[src/rtl/pgf_pkg.sv]
`timescale 1ns/1ps
package pgf_pkg;
   typedef enum logic [0:0] {
      PGF_WR_DIRECT = 1'b0,
      PGF_WR_STAGED = 1'b1
   } pgf_wr_mode_e;

   typedef struct packed {
      logic en;
      logic val;
   } pgf_wr_ctl_t;
endpackage

[src/rtl/pgf_write_ctrl.sv]
`timescale 1ns/1ps
module pgf_write_ctrl #(
   parameter int IDXW = 6
) (
   input  logic            clk,
   input  logic            rst_n,
   input  logic            cmp_valid,
   input  logic            qual_ok,
   input  logic            cond,
   input  logic [IDXW-1:0] dst_t,
   input  logic [IDXW-1:0] dst_f,
   output pgf_pkg::pgf_wr_ctl_t wr_t,
   output pgf_pkg::pgf_wr_ctl_t wr_f
);
   logic fire;
   logic collide;

   assign fire    = cmp_valid & qual_ok;
   assign collide = (dst_t == dst_f);

   always_comb begin
      wr_t.en  = fire && !collide && (dst_t != '0);
      wr_t.val = cond;
      wr_f.en  = fire && (dst_f != '0);
      wr_f.val = ~cond;
   end

   // index 0 is never handed to the storage as a write target
   assert_no_zero_write_R6: assert property (@(posedge clk) disable iff (!rst_n)
      (wr_t.en || wr_f.en) |-> !((wr_t.en && dst_t == '0) || (wr_f.en && dst_f == '0)));

   // no write without a valid, qualified compare
   assert_write_needs_fire_R5: assert property (@(posedge clk) disable iff (!rst_n)
      (!cmp_valid || !qual_ok) |-> (!wr_t.en && !wr_f.en));
endmodule

[src/rtl/pgf_array.sv]
`timescale 1ns/1ps
module pgf_array #(
   parameter int NPRED   = 64,
   parameter int NRD     = 4,
   parameter int WR_MODE = 0,
   localparam int IDXW   = $clog2(NPRED)
) (
   input  logic                 clk,
   input  logic                 rst_n,
   input  pgf_pkg::pgf_wr_ctl_t wr_t,
   input  logic [IDXW-1:0]      wr_t_idx,
   input  pgf_pkg::pgf_wr_ctl_t wr_f,
   input  logic [IDXW-1:0]      wr_f_idx,
   input  logic [NRD*IDXW-1:0]  rd_idx,
   output logic [NRD-1:0]       rd_val
);
   logic [NPRED-1:1] state;
   logic [NPRED-1:0] eff;

   generate
      if (WR_MODE == int'(pgf_pkg::PGF_WR_DIRECT)) begin : g_direct
         always_ff @(posedge clk) begin
            if (!rst_n) begin
               state <= '0;
            end else begin
               for (int i = 1; i < NPRED; i++) begin
                  if (wr_t.en && wr_t_idx == IDXW'(i)) state[i] <= wr_t.val;
                  if (wr_f.en && wr_f_idx == IDXW'(i)) state[i] <= wr_f.val;
               end
            end
         end
         assign eff = {state, 1'b1};
      end else begin : g_staged
         pgf_pkg::pgf_wr_ctl_t pend_t, pend_f;
         logic [IDXW-1:0]      pend_t_idx, pend_f_idx;

         always_ff @(posedge clk) begin
            if (!rst_n) begin
               state      <= '0;
               pend_t     <= '0;
               pend_f     <= '0;
               pend_t_idx <= '0;
               pend_f_idx <= '0;
            end else begin
               for (int i = 1; i < NPRED; i++) begin
                  if (pend_t.en && pend_t_idx == IDXW'(i)) state[i] <= pend_t.val;
                  if (pend_f.en && pend_f_idx == IDXW'(i)) state[i] <= pend_f.val;
               end
               pend_t     <= wr_t;
               pend_f     <= wr_f;
               pend_t_idx <= wr_t_idx;
               pend_f_idx <= wr_f_idx;
            end
         end

         always_comb begin
            eff = {state, 1'b1};
            if (pend_t.en) eff[pend_t_idx] = pend_t.val;
            if (pend_f.en) eff[pend_f_idx] = pend_f.val;
            eff[0] = 1'b1;
         end
      end
   endgenerate

   generate
      for (genvar r = 0; r < NRD; r++) begin : g_rd
         assign rd_val[r] = eff[rd_idx[r*IDXW +: IDXW]];
      end
   endgenerate

   // predicate 0 reads as 1 through every read port
   generate
      for (genvar r = 0; r < NRD; r++) begin : g_rd_chk
         assert_zero_reads_one_R6: assert property (@(posedge clk) disable iff (!rst_n)
            (rd_idx[r*IDXW +: IDXW] == '0) |-> rd_val[r]);
      end
   endgenerate
endmodule

[src/rtl/pgf_slot_gate.sv]
`timescale 1ns/1ps
module pgf_slot_gate (
   input  logic valid,
   input  logic pred,
   output logic commit
);
   assign commit = valid & pred;
endmodule

[src/rtl/pred_guard_file.sv]
`timescale 1ns/1ps
module pred_guard_file #(
   parameter int NPRED   = 64,
   parameter int NSLOT   = 3,
   parameter int WR_MODE = 1,
   localparam int IDXW   = $clog2(NPRED),
   localparam int NRD    = NSLOT + 3
) (
   input  logic                  clk,
   input  logic                  rst_n,
   input  logic                  cmp_valid,
   input  logic [IDXW-1:0]       cmp_qual_idx,
   input  logic                  cmp_cond,
   input  logic [IDXW-1:0]       cmp_dst_t,
   input  logic [IDXW-1:0]       cmp_dst_f,
   input  logic [NSLOT-1:0]      slot_valid,
   input  logic [NSLOT*IDXW-1:0] slot_qual_idx,
   output logic [NSLOT-1:0]      slot_commit,
   input  logic [IDXW-1:0]       rd_idx,
   output logic                  rd_val
);
   generate
      if (NPRED < 2 || (NPRED & (NPRED - 1)) != 0) begin : g_bad_npred
         $error("pred_guard_file: NPRED must be a power of two of at least 2");
      end
      if (NSLOT < 1) begin : g_bad_nslot
         $error("pred_guard_file: NSLOT must be at least 1");
      end
      if (WR_MODE != 0 && WR_MODE != 1) begin : g_bad_mode
         $error("pred_guard_file: WR_MODE must be 0 or 1");
      end
   endgenerate

   localparam int RP_QUAL = NSLOT;
   localparam int RP_RD   = NSLOT + 1;
   localparam int RP_OLD  = NSLOT + 2;

   logic [NRD*IDXW-1:0]  rp_idx;
   logic [NRD-1:0]       rp_val;
   pgf_pkg::pgf_wr_ctl_t wr_t, wr_f;
   logic                 qual_ok;
   logic                 old_t_val;

   assign rp_idx  = {cmp_dst_t, rd_idx, cmp_qual_idx, slot_qual_idx};
   assign qual_ok   = rp_val[RP_QUAL];
   assign rd_val    = rp_val[RP_RD];
   assign old_t_val = rp_val[RP_OLD];

   pgf_write_ctrl #(.IDXW(IDXW)) u_wctl (
      .clk       (clk),
      .rst_n     (rst_n),
      .cmp_valid (cmp_valid),
      .qual_ok   (qual_ok),
      .cond      (cmp_cond),
      .dst_t     (cmp_dst_t),
      .dst_f     (cmp_dst_f),
      .wr_t      (wr_t),
      .wr_f      (wr_f)
   );

   pgf_array #(.NPRED(NPRED), .NRD(NRD), .WR_MODE(WR_MODE)) u_arr (
      .clk      (clk),
      .rst_n    (rst_n),
      .wr_t     (wr_t),
      .wr_t_idx (cmp_dst_t),
      .wr_f     (wr_f),
      .wr_f_idx (cmp_dst_f),
      .rd_idx   (rp_idx),
      .rd_val   (rp_val)
   );

   generate
      for (genvar k = 0; k < NSLOT; k++) begin : g_slot
         pgf_slot_gate u_gate (
            .valid  (slot_valid[k]),
            .pred   (rp_val[k]),
            .commit (slot_commit[k])
         );
         // an invalid slot never commits
         assert_idle_slot_quiet_R4: assert property (@(posedge clk) disable iff (!rst_n)
            !slot_valid[k] |-> !slot_commit[k]);
      end
   endgenerate

   // the true destination shows the condition one cycle later
   assert_true_dst_written_R2: assert property (@(posedge clk) disable iff (!rst_n)
      (cmp_valid && qual_ok && cmp_dst_t != '0 && cmp_dst_t != cmp_dst_f)
      |=> (rd_idx != $past(cmp_dst_t) || rd_val == $past(cmp_cond)));

   // the false destination shows the inverse one cycle later
   assert_false_dst_written_R2: assert property (@(posedge clk) disable iff (!rst_n)
      (cmp_valid && qual_ok && cmp_dst_f != '0)
      |=> (rd_idx != $past(cmp_dst_f) || rd_val == !$past(cmp_cond)));

   // a blocked compare leaves its true destination as it was
   assert_blocked_keeps_R5: assert property (@(posedge clk) disable iff (!rst_n)
      (cmp_valid && !qual_ok)
      |=> (rd_idx != $past(cmp_dst_t) || rd_val == $past(old_t_val)));

   // colliding destinations take the inverse
   assert_collide_inverse_R7: assert property (@(posedge clk) disable iff (!rst_n)
      (cmp_valid && qual_ok && cmp_dst_t == cmp_dst_f && cmp_dst_t != '0)
      |=> (rd_idx != $past(cmp_dst_t) || rd_val == !$past(cmp_cond)));
endmodule

[config.mk]
export PLATFORM = sky130hd
export DESIGN_NAME = pred_guard_file
export DESIGN_NICKNAME = d
export VERILOG_FILES = /design/src/rtl/pgf_pkg.sv /design/src/rtl/pgf_write_ctrl.sv /design/src/rtl/pgf_array.sv /design/src/rtl/pgf_slot_gate.sv /design/src/rtl/pred_guard_file.sv
export SDC_FILE = /design/constraint.sdc
export NUM_CORES = 1
export LEC_CHECK = 0
export ABC_AREA = 1
export BUFFER_PORTS_ARGS = -buffer_cell sky130_fd_sc_hd__buf_2
export CAP_MARGIN = 20
export CORE_ASPECT_RATIO = 2
export CORE_MARGIN = 10
export CORE_UTILIZATION = 63
export CTS_BUF_LIST = sky130_fd_sc_hd__clkbuf_16
export DETAILED_ROUTE_END_ITERATION = 12
export PLACE_DENSITY = 0.82
export SLEW_MARGIN = 20
export SYNTH_ARGS = -nofsm -noshare
export SYNTH_HDL_FRONTEND = slang
export SYNTH_SLANG_ARGS = --single-unit
[constraint.sdc]
create_clock -name clk -period 2.4 [get_ports clk]
set_input_delay 0.12 -clock clk [delete_from_list [all_inputs] [get_ports clk]]
set_output_delay 0.12 -clock clk [all_outputs]
set_load 0.005 [all_outputs]
==> run summary, run 1 <==
Failed at - global routing
number of global-route vias before repair - 12700
Post-Syn Area - 8270 um2
H-tree depth - 3
Top Ports - 53
Post-synth EDFFs - 0
largest family of logic cells by synthesized area - simple AND/OR/NAND/NOR gates
# placed instances - 1774
Die Y - 182 um
port bufs - 52
mux contribution to synthesized area - 0%
status - stopped before the end
Starting Density - 64.0%
Synth Area per Inst - 5.42 um2
Yosys warnings - 0
DP Area - 9370 um2
Error - [ERROR GRT-0116] Global routing finished with congestion. Check the congestion regions in the DRC Viewer.
Yosys cell types - 37
Mapped Cells - 1527
#FFs+latches synth - 79
Main synth FF type - dfxtp_1
Rows - 59
post-DP HPWL - 30200 um
RePlAce Congestion - 1.39
Simple-Gate Fraction of Synth Area - 58.1%
Syn Nets - 1576
Root Buffer - clkbuf_16
GRT Total Usage - 52.6%
die width - 101 um
CTS Buf Count - 9
clk buf depth - 2
Adder-Cell Fraction of Synth Area - 0%
GR Overflow Total - 1
largest net degree at the start of global routing - 47
async set or reset register ratio after synthesis - 0%
sequential area share after synthesis - 19.1%
first-pass GRT wire length - 74800 um
post-synthesis xor/xnor area fraction - 0.318%
Compound-Gate Fraction of Synth Area - 10.9%
clk sinks - 79
-- Yosys cell counts (14+ instances only) --
cell type | number | share of area [%]
o21ai_1 | 15 | 0.91
clkbuf_1 | 46 | 2.1
inv_2 | 14 | 0.64
buf_2 | 14 | 0.85
nand3_2 | 18 | 2.2
o21ai_0 | 54 | 3.3
dfxtp_1 | 79 | 19
nand2_2 | 23 | 1.7
nor2_1 | 174 | 7.9
o211ai_1 | 40 | 3.6
nand3_1 | 356 | 22
nand2_1 | 443 | 20
a21oi_1 | 43 | 2.6
inv_1 | 129 | 5.9
-- what timing repair did --
| item | CTS |
|---|---|
| gates resized for setup | 130 |
| gates cloned | 4 |
| hold endpoints to repair | 2 |
| pin swaps | 33 |
| hold buffers | 1 |
| endpoints found under the setup margin | 4 |
| setup buffers | 18 |
-- metrics by stage --
step                util [%]  hold slack [ns]  setup slack, ns
floorplan                  -            0.192            0.487
CTS                     79.9         0.000761           -0.203
detailed placement      72.5            0.298           -0.154
global placement        72.5            0.292          -0.0869
-- cells by family after synthesis --
group,count (synthesis)
simple gates,1061
buf+inv,226
compound gates,158
flops,79
xor+xnor,3
-- routing by layer --
metal / GRT usage (%) / GRT overflow
met2: 72.6 / 1
met4: 50.3 / 0
met3: 31.0 / 0
met1: 52.8 / 0
met5: 1.77 / 0
==> run 2: changes to the inputs <==
--- a/config.mk
+++ b/config.mk
@@ -8,12 +8,10 @@
 export ABC_AREA = 1
 export BUFFER_PORTS_ARGS = -buffer_cell sky130_fd_sc_hd__buf_2
 export CAP_MARGIN = 20
-export CORE_ASPECT_RATIO = 2
 export CORE_MARGIN = 10
-export CORE_UTILIZATION = 63
-export CTS_BUF_LIST = sky130_fd_sc_hd__clkbuf_16
+export CORE_UTILIZATION = 40
 export DETAILED_ROUTE_END_ITERATION = 12
-export PLACE_DENSITY = 0.82
+export PLACE_DENSITY_LB_ADDON = 0.15
 export SLEW_MARGIN = 20
 export SYNTH_ARGS = -nofsm -noshare
 export SYNTH_HDL_FRONTEND = slang
==> run 2 against run 1 <==
The flow now finishes, with violations (setup timing). Synthesized cell count stayed put. Area after synthesis stayed put.
==> run summary, run 2 <==
max reg flops - 63
number of detailed-route iterations in the first pass - 7
diode count - 0
DP Area - 10100 um2 (+7.9%)
Rows - 52 (-12%)
Die ar. - 26800 um2
CP max FO - 6
Final Cycle Share - 114%
Main synth FF type - dfxtp_1
max-cap viol count - 0
Post-Syn Area - 8270 um2 (unchanged)
RSZ-0062 raised after global routing - yes
Final ANT Viol Nets - 0
Top Ports - 53 (unchanged)
pre-CTS WS - -0.123 ns (+0.0305 ns)
P_leak - 5.70 nW
clock skew - 0.0124 ns
critical path launch point type - flip-flop
CTS tree - yes
final setup fails - 5
# fillers - 2027
WL final - 46500 um
largest net degree at the start of global routing - 35
#FFs+latches synth - 79 (unchanged)
hold path cells - 3
first-pass GRT wire length - 66800 um
DRC viols - 0
slowest library cell on the worst path - dfxtp_4
async set or reset register ratio after synthesis - 0% (unchanged)
initial antenna violation count - 0
Hold WS - 0.00611 ns
Final Max Tran Viols - 0
post-DP HPWL - 33000 um (+9.2%)
Yosys cell types - 37 (unchanged)
Syn-to-layout area delta - 46.9%
Data required, critical path - 2.28 ns
power density cells - 320 nW/um2
crit path cell chain - inv_4, nand2_2, nor2_4, buf_6, buf_12, nand2_1, nand3_1, nand2_2, buf_4, buf_4, o211ai_1, nand3_1, nand3_2, nand3_2, nand3b_1, nand2_1, buf_2
wire per inst - 22.7 um
Clk Latency, worst-skew pair - 0.36 ns
Syn Nets - 1576 (unchanged)
Yosys warnings - 0 (unchanged)
top cell type's share of synthesized area - 21.5% (unchanged)
port bufs - 52 (unchanged)
vias per cell - 5.92
fmax - 0.364 GHz
clk sinks - 79 (unchanged)
final instance area - 12100 um2
final hold violations - 0
via count - 12100
CP max stage delay - 0.38 ns
Synth Area per Inst - 5.42 um2 (unchanged)
Hold Crit Class - in -> reg
initial drt markers - 1849
cell family with most CP delay - simple AND/OR/NAND/NOR gates
post-synth top area cell - nand3_1
Starting Density - 40.7% (-23 points)
worst hold endpoint - u_arr.g_staged.pend_t_idx[2]
worst path arrival time - 2.62 ns
violated checks - setup timing
flop-to-flop setup slack - 0 ns
most common cell in the netlist - nand2_1
WS Path Type - reg -> out
number of global-route vias before repair - 11100
GR Overflow Total - 0
Die Y - 164 um (-10%)
fin worst setup slack - -0.344 ns
H-tree depth - 3 (unchanged)
Post-synth top cells - 443 x nand2_1, 356 x nand3_1, 174 x nor2_1
sequential area share after synthesis - 19.1% (unchanged)
worst r2r path cells - 17
actual slew at the worst max-slew pin - 0.867 ns
Reg-to-Reg Start - u_arr.g_staged.pend_t_idx[5]
Mapped Cells - 1527 (unchanged)
GRT Total Usage - 32.6%
RR Endpoint - u_arr.g_staged.pend_f[1]
Root Buffer - clkbuf_16
top post-synthesis cells by area - nand3_1 22%, nand2_1 20%, dfxtp_1 19%, nor2_1 7.9%, inv_1 5.9%
HP Start - cmp_dst_t[2]
Biggest register - u_arr.state
biggest regs - u_arr.state (63), u_arr.g_staged.pend_f_idx (6), u_arr.g_staged.pend_t_idx (6)
slew margin rel. - 41.9%
Peak VDD IR - 0.324 mV
commonest non-fill, non-tap cell in the layout - nand2_1
status - finished, violations left
Critical Path End Type - primary output
crit path buf inv count - 6
fin crit period - 2.74 ns
most frequent cells in the layout - 384 x nand2_1, 288 x nand3_1, 203 x buf_4
CTS Buf Count - 9 (unchanged)
core area - 20300 um2
layout cells sized above 1 - 33.4%
Worst-path clk slew - 0.07 ns
clk buf depth - 2 (unchanged)
die width - 164 um (+62%)
Final nets - 1819
RePlAce Congestion - 1.07 (-23%)
Post-synth EDFFs - 0 (unchanged)
==> run 2: report_power, final <==
group | switching, mW | internal [mW] | total [mW]
Clock | 0.647 | 0.739 | 1.39
Combinational | 0.742 | 0.408 | 1.15
Sequential | 0.0337 | 1.32 | 1.36
==> run 2: cell families (layout without fill, tap and decap cells) <==
logic type	Yosys count	count (layout)	synth area share, %
XOR/XNOR	3	3	0.318
AO/OA/AOI/OAI	158	158	10.9
buffers and inverters	226	474	11.5
AND/OR/NAND/NOR	1061	1061	58.1
flip-flops	79	79	19.1
==> run 2: worst max-delay path by stage <==
stage,startpoint,depth (start not counted),slack [ns],endpoint
after global placement,u_arr.g_staged.pend_t_idx[1],18,-0.12,slot_commit[1]
after CTS,u_arr.g_staged.pend_f[1],16,-0.23,rd_val
after detailed placement,u_arr.g_staged.pend_t_idx[0],16,-0.12,slot_commit[2]
final,u_arr.g_staged.pend_t_idx[5],17,-0.34,rd_val
after global routing,u_arr.g_staged.pend_t_idx[5],17,-0.44,rd_val
after floorplan,u_arr.g_staged.pend_t_idx[3],16,0.49,slot_commit[1]
==> run 2: layout make-up <==
cell class | instances | area, um2 | share of cell area [%]
clock buffers | 11 | 243 | 2.00
flip-flops and latches | 79 | 1630 | 13.4
well taps | 270 | 338 | 2.78
clock inverters | 5 | 41.3 | 0.340
multi-input cells | 1222 | 6610 | 54.4
repair buffers | 308 | 2690 | 22.1
inverters | 150 | 598 | 4.92
==> run 2: layer usage <==
metal	GRT usage (%)	vias to the layer above	wire length, um
met5	0	-	0
met4	16.7	0	3000
met3	6.81	201	5890
met2	49.7	887	19800
met1	42.6	5516	17800
li1	-	5496	-
==> run 2: metrics by stage <==
stage               setup TNS [ns]  power (mW)  utilization (%)  std cells
floorplan                        0        1.92                -       1527
global placement            -0.512        2.34             49.8       1962
detailed placement          -0.504        2.34             49.8       1962
CTS                         -0.887        3.77             55.4       2014
global route                 -1.78        4.01             59.8       2045
finish                       -1.20        3.89             59.8       2045
==> run 2: worst min-delay path, delay by kind of cell <==
family / cells / cell delay (ns)
simple gates: 1 / 0.05
buf+inv: 2 / 0.16
==> run 2: timing repair <==
action / CTS / global route
setup endpoints to repair: 6 / 6
hold buffers: 9 / 0
gates resized for setup: 143 / 155
setup buffers: 23 / 30
gates cloned: 4 / 5
pin swaps: 44 / 85
hold endpoints to repair: 10 / 0
Note: power is estimated with default switching activity, not from simulation.
